<file path="src/rtl/cal_alarm_pkg.sv">
package cal_alarm_pkg;
  localparam int unsigned NUM_FIELDS = 7;
  localparam int unsigned YEAR_IDX   = 6;
  localparam int unsigned FLD_W      = 8;
  localparam int unsigned WIDX_W     = 5;

  // word indices (byte address >> 1)
  localparam logic [WIDX_W-1:0] WIDX_ALM  = 5'h08;
  localparam logic [WIDX_W-1:0] WIDX_YEN  = WIDX_ALM + WIDX_W'(NUM_FIELDS);
  localparam logic [WIDX_W-1:0] WIDX_STAT = 5'h10;
  localparam logic [WIDX_W-1:0] WIDX_CTRL = 5'h11;

  localparam int unsigned ST_ALM = 0;
  localparam int unsigned ST_PER = 2;
  localparam int unsigned CTRL_W = 3;
  localparam int unsigned EN_BIT = 7;

  typedef logic [FLD_W-1:0] fld_t;

  function automatic fld_t fld_mask(int unsigned idx);
    case (idx)
      0, 1, 2: return 8'h7f;
      3:       return 8'h07;
      4:       return 8'h3f;
      5:       return 8'h1f;
      default: return 8'hff;
    endcase
  endfunction
endpackage

</file>
<file path="src/rtl/cal_alarm_regs.sv">
module cal_alarm_regs
  import cal_alarm_pkg::*;
#(
  parameter int unsigned NF = NUM_FIELDS
) (
  input  logic                       clk_i,
  input  logic                       rst_ni,
  input  logic                       wr_en_i,
  input  logic [WIDX_W-1:0]          widx_i,
  input  fld_t                       wdata_i,
  output fld_t [NF-1:0]              alm_q_o,
  output logic                       yen_q_o,
  output logic [CTRL_W-1:0]          ctrl_q_o,
  output logic                       alm_wr_o
);
  for (genvar i = 0; i < NF; i++) begin : g_fld
    always_ff @(posedge clk_i or negedge rst_ni) begin
      if (!rst_ni)                                          alm_q_o[i] <= '0;
      else if (wr_en_i && widx_i == WIDX_ALM + WIDX_W'(i))  alm_q_o[i] <= wdata_i;
    end
  end

  always_ff @(posedge clk_i or negedge rst_ni) begin
    if (!rst_ni) begin
      yen_q_o  <= 1'b0;
      ctrl_q_o <= '0;
    end else if (wr_en_i) begin
      if (widx_i == WIDX_YEN)  yen_q_o  <= wdata_i[EN_BIT];
      if (widx_i == WIDX_CTRL) ctrl_q_o <= wdata_i[CTRL_W-1:0];
    end
  end

  assign alm_wr_o = wr_en_i && (widx_i >= WIDX_ALM) && (widx_i <= WIDX_YEN);
endmodule

</file>
<file path="src/rtl/cal_field_match.sv">
module cal_field_match
  import cal_alarm_pkg::*;
#(
  parameter int unsigned NF = NUM_FIELDS
) (
  input  fld_t [NF-1:0] alm_i,
  input  logic          yen_i,
  input  fld_t [NF-1:0] cal_i,
  output logic          match_o
);
  logic [NF-1:0] en, ok;

  for (genvar i = 0; i < NF; i++) begin : g_cmp
    if (i == YEAR_IDX) begin : g_year
      assign en[i] = yen_i;
    end else begin : g_byte
      assign en[i] = alm_i[i][EN_BIT];
    end
    assign ok[i] = !en[i] || (((alm_i[i] ^ cal_i[i]) & fld_mask(i)) == '0);
  end

  // an all-disabled set never matches
  assign match_o = (&ok) && (|en);
endmodule

</file>
<file path="src/rtl/cal_alarm_flags.sv">
module cal_alarm_flags
  import cal_alarm_pkg::*;
#(
  parameter int unsigned GUARD_TICKS = 2
) (
  input  logic clk_i,
  input  logic rst_ni,
  input  logic sec_tick_i,
  input  logic per_tick_i,
  input  logic match_i,
  input  logic alm_wr_i,
  input  logic stat_wr_i,
  input  fld_t stat_wdata_i,
  output logic alm_flag_o,
  output logic per_flag_o
);
  localparam int unsigned GW = $clog2(GUARD_TICKS + 1);

  logic [GW-1:0] guard_q;
  logic          prev_q, hit, set_alm;

  assign hit     = match_i && (guard_q == '0) && !alm_wr_i;
  assign set_alm = sec_tick_i && hit && !prev_q;

  always_ff @(posedge clk_i or negedge rst_ni) begin
    if (!rst_ni) begin
      guard_q <= '0;
      prev_q  <= 1'b0;
    end else begin
      if (alm_wr_i)                        guard_q <= GW'(GUARD_TICKS);
      else if (per_tick_i && guard_q != 0) guard_q <= guard_q - 1'b1;
      if (sec_tick_i)                      prev_q  <= hit;
    end
  end

  always_ff @(posedge clk_i or negedge rst_ni) begin
    if (!rst_ni) begin
      alm_flag_o <= 1'b0;
      per_flag_o <= 1'b0;
    end else begin
      if (set_alm)                                 alm_flag_o <= 1'b1;
      else if (stat_wr_i && !stat_wdata_i[ST_ALM]) alm_flag_o <= 1'b0;
      if (per_tick_i)                              per_flag_o <= 1'b1;
      else if (stat_wr_i && !stat_wdata_i[ST_PER]) per_flag_o <= 1'b0;
    end
  end
endmodule

</file>
<file path="src/rtl/cal_alarm_cmp.sv">
module cal_alarm_cmp
  import cal_alarm_pkg::*;
#(
  parameter int unsigned ADDR_W      = 6,
  parameter int unsigned DATA_W      = 16,
  parameter int unsigned GUARD_TICKS = 2
) (
  input  logic              clk_i,
  input  logic              rst_ni,
  input  logic              wr_en_i,
  input  logic [ADDR_W-1:0] addr_i,
  input  logic [DATA_W-1:0] wdata_i,
  output logic [DATA_W-1:0] rdata_o,
  input  logic [6:0]        cal_sec_i,
  input  logic [6:0]        cal_min_i,
  input  logic [6:0]        cal_hour_i,
  input  logic [2:0]        cal_wday_i,
  input  logic [5:0]        cal_day_i,
  input  logic [4:0]        cal_mon_i,
  input  logic [7:0]        cal_year_i,
  input  logic              sec_tick_i,
  input  logic              per_tick_i,
  output logic              alarm_flag_o,
  output logic              alarm_irq_o
);
  localparam int unsigned NF = NUM_FIELDS;

  logic [WIDX_W-1:0] widx;
  fld_t              wbyte;
  fld_t [NF-1:0]     alm_q, cal_vec;
  logic              yen_q, alm_wr, match, per_flag, stat_wr;
  logic [CTRL_W-1:0] ctrl_q;
  logic              unused_bits;

  assign widx        = addr_i[WIDX_W:1];
  assign wbyte       = wdata_i[FLD_W-1:0];
  assign unused_bits = ^{addr_i[0], wdata_i[DATA_W-1:FLD_W]};
  assign stat_wr     = wr_en_i && widx == WIDX_STAT;

  assign cal_vec[0] = {1'b0, cal_sec_i};
  assign cal_vec[1] = {1'b0, cal_min_i};
  assign cal_vec[2] = {1'b0, cal_hour_i};
  assign cal_vec[3] = {5'b0, cal_wday_i};
  assign cal_vec[4] = {2'b0, cal_day_i};
  assign cal_vec[5] = {3'b0, cal_mon_i};
  assign cal_vec[6] = cal_year_i;

  cal_alarm_regs #(.NF(NF)) i_regs (
    .clk_i, .rst_ni, .wr_en_i, .widx_i(widx), .wdata_i(wbyte),
    .alm_q_o(alm_q), .yen_q_o(yen_q), .ctrl_q_o(ctrl_q), .alm_wr_o(alm_wr)
  );

  cal_field_match #(.NF(NF)) i_match (
    .alm_i(alm_q), .yen_i(yen_q), .cal_i(cal_vec), .match_o(match)
  );

  cal_alarm_flags #(.GUARD_TICKS(GUARD_TICKS)) i_flags (
    .clk_i, .rst_ni, .sec_tick_i, .per_tick_i, .match_i(match),
    .alm_wr_i(alm_wr), .stat_wr_i(stat_wr), .stat_wdata_i(wbyte),
    .alm_flag_o(alarm_flag_o), .per_flag_o(per_flag)
  );

  assign alarm_irq_o = alarm_flag_o && ctrl_q[0];

  always_comb begin
    rdata_o = '0;
    for (int i = 0; i < NF; i++)
      if (widx == WIDX_ALM + WIDX_W'(i)) rdata_o[FLD_W-1:0] = alm_q[i];
    if (widx == WIDX_YEN)  rdata_o[EN_BIT] = yen_q;
    if (widx == WIDX_STAT) begin
      rdata_o[ST_ALM] = alarm_flag_o;
      rdata_o[ST_PER] = per_flag;
    end
    if (widx == WIDX_CTRL) rdata_o[CTRL_W-1:0] = ctrl_q;
  end
endmodule

</file>
<file path="config.mk">
export PLATFORM = sky130hd
export DESIGN_NAME = cal_alarm_cmp
export DESIGN_NICKNAME = d
export VERILOG_FILES = /design/src/rtl/cal_alarm_pkg.sv /design/src/rtl/cal_alarm_regs.sv /design/src/rtl/cal_field_match.sv /design/src/rtl/cal_alarm_flags.sv /design/src/rtl/cal_alarm_cmp.sv
export SDC_FILE = /design/constraint.sdc
export NUM_CORES = 1
export LEC_CHECK = 0
export BUFFER_PORTS_ARGS = -buffer_cell sky130_fd_sc_hd__buf_2
export CAP_MARGIN = 20
export CORE_MARGIN = 2
export CORE_UTILIZATION = 49
export DETAILED_ROUTE_END_ITERATION = 6
export PLACE_DENSITY = 0.77
export SYNTH_ARGS = -nofsm -noshare
export SYNTH_HDL_FRONTEND = slang
export SYNTH_HIERARCHICAL = 1
export SYNTH_SLANG_ARGS = --single-unit
</file>
<file path="constraint.sdc">
create_clock -name clk_i -period 1.5 [get_ports clk_i]
set_clock_uncertainty 0.05 [all_clocks]
set_input_delay 0.15 -clock clk_i [delete_from_list [all_inputs] [get_ports clk_i]]
set_output_delay 0.15 -clock clk_i [all_outputs]
set_load 0.005 [all_outputs]
</file>
### Yosys cells after proc, flatten, opt, wreduce, memory -nomap -nowiden

Index checks and enable logic that the tools add are counted.
Widths: inputs -> output; s select.

| storage, ports and cells | value |
|---|---|
| flip-flop bits (word level) | 65 |
| bits of input ports | 70 |
| output and inout port bits | 18 |
| word-level logic and storage cells | 103 |

| cells by class | value |
|---|---|
| multiplexer cells | 17 |
| bitwise gates (word level) | 7 |
| reduce and logical (&&, ||, !) cells | 53 |
| add/sub/neg operators | 1 |
| eq/ne operators | 10 |
| $lt $le $gt $ge | 2 |

Operators with widths:

| kind | number |
|---|---|
| $logic_not 8->1 | 7 |
| $mux 8 | 7 |
| $eq 5x4->1 const B | 8 |
| $xor 7x7->7 | 3 |
| $logic_and 1x1->1 | 19 |
| $logic_not 1->1 | 11 |
| $eq 5x5->1 const B | 2 |
| $reduce_bool 2->1 | 4 |
| $xor 8x8->8 | 1 |
| $logic_or 1x1->1 | 7 |
| $mux 1 | 7 |
| $reduce_and 7->1 | 1 |
| $reduce_or 7->1 | 1 |
| $xor 6x6->6 | 1 |
| $ge 5x4->1 const B | 1 |
| $le 5x4->1 const B | 1 |
| $xor 5x5->5 | 1 |
| $mux 2 | 2 |
| $reduce_and 2->1 | 2 |
| $mux 3 | 1 |
| $xor 3x3->3 | 1 |
| $logic_not 2->1 | 1 |
| $sub 2x1->2 const B | 1 |

### Longest topological paths before layout

Gate-level depths: netlist (run 1).

| depth | value |
|---|---|
| depth in word-level cells | 10 |
| mapped depth | 7 |
| gate-level depth less buffers | 7 |

### Modules after synthesis

Netlist (run 1), hierarchy kept.

By module, submodules not included:

| module | cells an instance | times used | area each (um^2) |
|---|---|---|---|
| cal_alarm_regs | 137 | 1 | 2,298.5 |
| cal_alarm_cmp | 98 | 1 | 724.4 |
| cal_field_match | 63 | 1 | 510.5 |
| cal_alarm_flags | 21 | 1 | 229.0 |

### Least setup slack after synthesis (run 1)

No wires, ideal clock.

| path | value |
|---|---|
| path type | register to register |
| start point | reg i_regs/alm_q_o[7] in the netlist's numbering |
| end point | reg i_flags.prev_q |
| slack | -29 ps |
| arrival | 1,352 ps |
| stages on the path, launching flop included | 8 |
| clock period less this slack | 1,529 ps |
| buffers on the path | 0 |
| required time | 1,322 ps |
| path through | dfrtp_1 -> or4_1 -> nor4_2 -> a21oi_1 -> nand3_1 -> nor2_1 -> nand4b_1 -> o21ai_0 |

| on the way | value |
|---|---|
| word-level cells in the longest chain between the ends | 6 |

Ends and longest elaborated chain:

| item | RTL line | text |
|---|---|---|
| start, declared | cal_alarm_regs.sv:11 | `output fld_t [NF-1:0] alm_q_o,` |
| start signal, assigned by index | cal_alarm_regs.sv:19 | `else if (wr_en_i && widx_i == WIDX_ALM + WIDX_W'(i)) alm_q_o[i] <= wdata_i;` |
| $logic_not 1->1 | cal_field_match.sv:19 | `assign ok[i] = !en[i] \|\| (((alm_i[i] ^ cal_i[i]) & fld_mask(i)) == '0);` |
| $logic_or 1x1->1 | cal_field_match.sv:19 |  |
| $reduce_and 7->1 | cal_field_match.sv:23 | `assign match_o = (&ok) && (\|en);` |
| $logic_and 1x1->1 * | cal_field_match.sv:23 |  |
| via match | cal_alarm_cmp.sv:31 | `logic yen_q, alm_wr, match, per_flag, stat_wr;` |
| $logic_and 1x1->1 * (2 in a row) | cal_alarm_flags.sv:22 | `assign hit = match_i && (guard_q == '0) && !alm_wr_i;` |
| end signal, assigned | cal_alarm_flags.sv:32 | `if (sec_tick_i) prev_q <= hit;` |
| end, declared | cal_alarm_flags.sv:20 | `logic prev_q, hit, set_alm;` |

Mark *: on every way through the listed nets, which the timed path passes. The rest lies on a longest branch.
A chain may end at the register's enable or synchronous reset.

### Final worst setup path (run 1)

| path | value |
|---|---|
| start point | reg i_regs/alm_q_o[10] in the netlist's numbering |
| end point | out rdata_o[2] |

| on the way | value |
|---|---|
| word-level cells in the longest chain between the ends | 8 |

Ends and longest elaborated chain:

| item | RTL line | text |
|---|---|---|
| $mux 8 (6 in a row) | cal_alarm_cmp.sv:68 | `if (widx == WIDX_ALM + WIDX_W'(i)) rdata_o[FLD_W-1:0] = alm_q[i];` |
| $mux 1 | cal_alarm_cmp.sv:70 | `if (widx == WIDX_STAT) begin` |
| $mux 3 | cal_alarm_cmp.sv:74 | `if (widx == WIDX_CTRL) rdata_o[CTRL_W-1:0] = ctrl_q;` |
| end, declared | cal_alarm_cmp.sv:13 | `output logic [DATA_W-1:0] rdata_o,` |

No other way between the ends.

==> reports/qor.yml, run 1 <==
outcome:
  status: "finished, violations left"
  violations: "negative setup slack"
pwr:
  power_density_nw_per_um2: 1170
  power_mw: 5.97
  p_leak_nw: 2.43
  ir_drop_mv: 0.734
worst_setup_path:
  critPathRequiredTime_ps: 1300
  max_stage_delay_ps: 470
  slowest_stage: "mux4_2"
  path_buf_inv: 2
  end_kind: "output port"
  cp_top_family: "multiplexers"
  worstPathCellList: "buf_6 > mux4_2 > a22oi_2 > nand2_1 > buf_2"
  worstSetupStartpointType: "flip-flop"
  crit_fanout: 2
  path_class: "reg -> out"
  cp.arrival_ps: 1720
  reg2reg_depth: 8
  rr_endpoint: "i_flags/alm_flag_o"
  regToRegStartpoint: "i_regs/alm_q_o[6]"
  rrSetupSlack_ps: -250
placed_design:
  io_buffers: 70
  gp_congestion: 0.859
  hpwl_um: 7440
  dp.cells: 540
  preCtsSetupSlack_ps: -254
  place_area_um2: 4640
timing:
  rsz0062_at_grt: "true"
  hold_viol: 0
  fin_ws_ps: -419
  slew_viol_final: 0
  timing.fmax_ghz: 0.521
  period_share_pct: 128
  holdWs_ps: 107
  fin_crit_ps: 1920
  slew_headroom_pct: 65.6
  setup_viol_count_final: 10
  tns_ps: -2980
  worst_slew_pin_slew_ps: 509
clocking:
  clkSlewWorstSetupHoldPaths_ps: 70
  cts_tree: "built"
  htreeDepth: 3
  cts_buffers: 9
  clk_path_buf_depth: 2
  clock_sinks: 65
  clk_latency_ps: 350
  root_buffer: "clkbuf_8"
layout:
  layout-drive-gt1-share_pct: 52.0
  area_growth_pct: 35.8
  nets: 535
  final_cell_mix: "buf_2 (70), dfrtp_1 (65), mux2_2 (61)"
  diodes: 0
  fin_util_pct: 69.7
  fin_cells: 568
  final_common_cell: "buf_2"
  final_area_um2: 5110
floorplanning:
  die_w_um: 91.6
  die-area_um2: 8400
  die_h_um: 91.6
  core_um2: 7330
  rows: 31
  io_pins: 88
  start_util_pct: 51.3
detailed_routing:
  num_vias: 3130
  drc: 0
  final_antenna_net_count: 0
  drtIter0Drc: 229
  totalWireLength_um: 10400
  post_drt_wl_per_cell_um: 18.3
  vias_per_cell: 5.51
  dr.pass1.iters: 4
global_routing:
  first_global_vias: 3245
  grt-ovfl-total: 0
  grt_usage_pct: 25.7
  grt_start_max_net_pins: 66
  grt_pass1_wl_um: 16600
  grt_antenna_before_repair: 0
synth:
  netlist_area_um2: 3760
  synth_top_flop_cell: "dfrtp_1"
  yosysSeqAreaShare_pct: 43.2
  netlist_instances: 319
  async_reset_ff_share_pct: 100
  syn_area_per_cell_um2: 11.8
  ys_types: 56
  ys_ff_latch: 65
  yosys_warnings: 6
  synth_edf_count: 0
hold_path:
  hold_class: "in -> reg"
  hold_start: "wdata_i[4]"
  hold_end: "i_regs/alm_q_o[4]"
  hold_depth: 2
flow_run:
  maxCapViolations: 0
[what timing repair did]
action	CTS	global route
endpoints found under the setup margin	10	10
setup buffers	9	0
gates resized for setup	29	4
pin swaps	21	5
hold buffers	3	0
endpoints found under the hold margin	67	0
[routing by layer]
| layer | global-route usage (%) | up-vias | share of wire, % |
|---|---|---|---|
| met5 | 0 | - | 0 |
| met4 | 9.09 | 0 | 1.6 |
| met3 | 4.77 | 16 | 6.2 |
| met2 | 42.3 | 125 | 49 |
| met1 | 34.2 | 1549 | 43 |
| li1 | - | 1440 | - |
[cells in the mapped netlist, types with 2 or more instances]
library cell   n  area share (%)
dfrtp_1       65              43
mux2_2        65              19
xnor2_1       31             7.2
nand2_1       13             1.3
xor2_1        13             3.0
nor2_1        11             1.1
mux2i_1       10             2.7
nand4_1       10             1.7
buf_4          8             1.6
o21ai_0        8             1.1
buf_2          5            0.67
inv_1          5            0.50
nand3_1        5            0.67
o22ai_1        5            0.83
o21ai_1        4            0.53
o22a_1         4            0.93
a21oi_1        3            0.40
and2b_1        3            0.60
nand4b_1       3            0.70
o41ai_1        3            0.70
a31oi_1        2            0.33
and3_1         2            0.33
buf_6          2            0.60
nand2b_1       2            0.33
nand3b_1       2            0.40
nor2b_1        2            0.33
nor3b_1        2            0.40
o31ai_1        2            0.40
or3_1          2            0.33
[flip-flops by register name (all words and copies together), names as in the netlist]
register / count
i_flags/prev_q: 1
i_regs/yen_q_o: 1
i_regs/alm_q_o: 56
i_flags/alm_flag_o: 1
i_regs/ctrl_q_o: 3
i_flags/per_flag_o: 1
i_flags/guard_q: 2
[logic make-up after synthesis]
kind of cell / after synthesis / share of synthesized area [%]
fa+ha+maj: 1 / 0.333
other cells: 1 / 0.0997
xor+xnor: 44 / 10.2
buf+inv: 23 / 4.39
flops: 65 / 43.2
compound gates: 38 / 6.68
mux: 77 / 23.4
simple gates: 70 / 11.6
[area by class of cell]
type                            instances  area (um^2)
Clock buffer                           11          151
Clock inverter                          5         77.6
Multi-Input combinational cell        238         2100
Tap cell                               99          124
Inverter                                5         18.8
Timing Repair Buffer                  145         1010
Fill cell                             523         2220
Sequential cell                        65         1630
[report_power, final]
part | internal [mW] | switching, mW | total [mW]
registers | 2.11 | 0.280 | 2.39
logic | 1.10 | 0.752 | 1.85
clock network | 1.02 | 0.701 | 1.72
[worst register-to-register path, stage by stage, from the launching register on]
cell	delay, ps
dfrtp_1	400
buf_4	150
xnor2_2	130
nand4_1	140
o41ai_2	300
nand4_1	140
nor2_1	120
nand4b_1	120
o21ai_1	130
[how the worst max path moves through the flow]
stage,depth (start not counted),startpoint,to
global route,5,i_regs/alm_q_o[2],rdata_o[2]
detailed placement,7,i_regs/alm_q_o[2],i_flags/alm_flag_o
finish,5,i_regs/alm_q_o[10],rdata_o[2]
global placement,7,i_regs/alm_q_o[2],i_flags/alm_flag_o
floorplan,7,i_regs/alm_q_o[7],i_flags/prev_q
CTS,5,i_regs/alm_q_o[2],rdata_o[2]
Power figures use the tool's default switching activity.
==> run 2: changes to the inputs <==
--- a/config.mk
+++ b/config.mk
@@ -11,6 +11,7 @@
 export CORE_UTILIZATION = 49
 export DETAILED_ROUTE_END_ITERATION = 6
 export PLACE_DENSITY = 0.77
+export REMOVE_ABC_BUFFERS = 1
 export SYNTH_ARGS = -nofsm -noshare
 export SYNTH_HDL_FRONTEND = slang
 export SYNTH_HIERARCHICAL = 1
==> reports/qor.yml, run 2 (synthesized netlist as in run 1, its figures left out) <==
outcome:
  status: "finished, violations left"
  violations: "negative setup slack"
detailed_routing:
  num_vias: 3051  # -2.5%
  vias_per_cell: 5.45  # -1.1%
  drtIter0Drc: 226  # -1.3%
  final_antenna_net_count: 0  # unchanged
  drc: 0  # unchanged
  dr.pass1.iters: 4  # unchanged
  totalWireLength_um: 10400  # +0.30%
  post_drt_wl_per_cell_um: 18.6  # +1.7%
global_routing:
  grt-ovfl-total: 0  # unchanged
  grt_antenna_before_repair: 0  # unchanged
  grt_start_max_net_pins: 27  # -59%
  first_global_vias: 3240  # -0.15%
  grtUsageMet1_pct: 36.0  # +1.9 points
  grt_usage_pct: 26.2  # +0.45 points
  grt_pass1_wl_um: 16800  # +1.4%
  grt-busiest-layer: "met2"
  grt.met2_usage_pct: 42.0  # -0.31 points
  grt_use_met3_pct: 4.03  # -0.74 points
clocking:
  clock_sinks: 65  # unchanged
  cts_buffers: 9  # unchanged
  htreeDepth: 3  # unchanged
  clkSlewWorstSetupHoldPaths_ps: 70  # about the same
  clk_path_buf_depth: 2  # unchanged
  cts_tree: "built"
  root_buffer: "clkbuf_8"
  clk_latency_ps: 350  # about the same
timing:
  period_share_pct: 129  # +1.1 points
  fin_ws_ps: -436  # -16.8 ps
  slew_viol_final: 0  # unchanged
  setup_viol_count_final: 10  # unchanged
  hold_viol: 0  # unchanged
  holdWs_ps: 93.4  # -13.2 ps
  worst_slew_pin_slew_ps: 503  # -6.12 ps
  rsz0062_at_grt: "true"
  slew_headroom_pct: 66.5  # +0.89 points
  fin_crit_ps: 1940  # +16.8 ps
  timing.fmax_ghz: 0.517  # -0.87%
layout:
  final_cell_mix: "buf_2 (70), dfrtp_1 (65), mux2_2 (61)"
  nets: 527  # -1.5%
  final_area_um2: 5060  # -1.0%
  regMostFlops: "i_regs/alm_q_o"
  reg_top3: "i_regs/alm_q_o: 56 flops, i_regs/ctrl_q_o: 3 flops, i_flags/guard_q: 2 flops"
  largest_reg_flops: 56  # unchanged
  diodes: 0  # unchanged
  area_growth_pct: 34.4
  layout-drive-gt1-share_pct: 51.2  # -0.83 points
  final_common_cell: "buf_2"
flow_run:
  maxCapViolations: 0  # unchanged
worst_setup_path:
  cp.arrival_ps: 1740  # +20 ps
  end_kind: "output port"
  crit_fanout: 2  # unchanged
  critPathRequiredTime_ps: 1300  # about the same
  path_class: "reg -> out"
  rrSetupSlack_ps: -340  # -90 ps
  worstSetupStartpointType: "flip-flop"
floorplanning:
  io_pins: 88  # unchanged
  start_util_pct: 51.3  # unchanged
  die_w_um: 91.6  # unchanged
  rows: 31  # unchanged
  die-area_um2: 8400  # unchanged
  core_um2: 7330  # unchanged
  die_h_um: 91.6  # unchanged
pwr:
  p_leak_nw: 2.40  # -1.4%
  ir_drop_mv: 0.832  # +13%
  power_mw: 5.93  # -0.63%
  power_density_nw_per_um2: 1170  # +0.38%
placed_design:
  hpwl_um: 7610  # +2.2%
  preCtsSetupSlack_ps: -273  # -19.9 ps
  io_buffers: 70  # unchanged
  gp_congestion: 0.880  # +2.4%
  place_area_um2: 4600  # -0.86%
hold_path:
  hold_class: "in -> reg"
run 2: area by class of cell:
| class | count | area (um^2) |
|---|---|---|
| inverters | 5 | 18.8 |
| clock inverters | 5 | 77.6 |
| multi-input cells | 238 | 2090 |
| fillers | 541 | 2270 |
| well taps | 99 | 124 |
| repair buffers | 137 | 965 |
| clock buffers | 11 | 151 |
| flip-flops and latches | 65 | 1630 |
run 2: final timing paths:
path | start | cells past startpoint | endpoint
min in group asynchronous | rst_ni | 2 | i_regs/yen_q_o
min | wdata_i[6] | 2 | i_regs/alm_q_o[22]
min reg2reg | i_flags/prev_q | 1 | i_flags/alm_flag_o
max | i_regs/alm_q_o[2] | 5 | rdata_o[2]
max in group asynchronous | rst_ni | 3 | i_regs/alm_q_o[25]
max reg2reg | i_regs/alm_q_o[2] | 8 | i_flags/alm_flag_o
run 2: metrics by stage:
| step | utilization (%) | cells | setup TNS (ps) |
|---|---|---|---|
| 2_1_floorplan | - | 308 | -53.5 |
| 3_3_place_gp | 62.7 | 533 | -1640 |
| 3_5_place_dp | 62.7 | 533 | -2060 |
| 4_1_cts | 68.5 | 559 | -3520 |
| 5_1_grt | 69.0 | 560 | -3880 |
| 6_report | 69.0 | 560 | -3210 |
run 2: what timing repair did:
action                                 CTS  global route
resized for setup                       27             7
endpoints found under the hold margin   19             0
setup buffers                            7             2
hold buffers                             3             0
setup endpoints to repair               10            10
pin swaps                               24            12
run 2: per-layer routing:
| metal | part of all wire, % | vias to the layer above |
|---|---|---|
| met5 | 0 | - |
| met4 | 1.5 | 0 |
| met3 | 5.0 | 12 |
| met2 | 49 | 100 |
| met1 | 45 | 1520 |
| li1 | - | 1419 |
run 2: critical path, cell delays in order (launching register included):
cell and delay [ps]:
dfrtp_1 400, buf_6 130, mux4_2 470, a22oi_2 190, nand2_1 80, buf_2 120
run 2: report_power, final:
group	internal, mW	switching, mW
sequential	2.11	0.285
clock	1.02	0.695
combinational	1.08	0.739
total	4.21	1.72
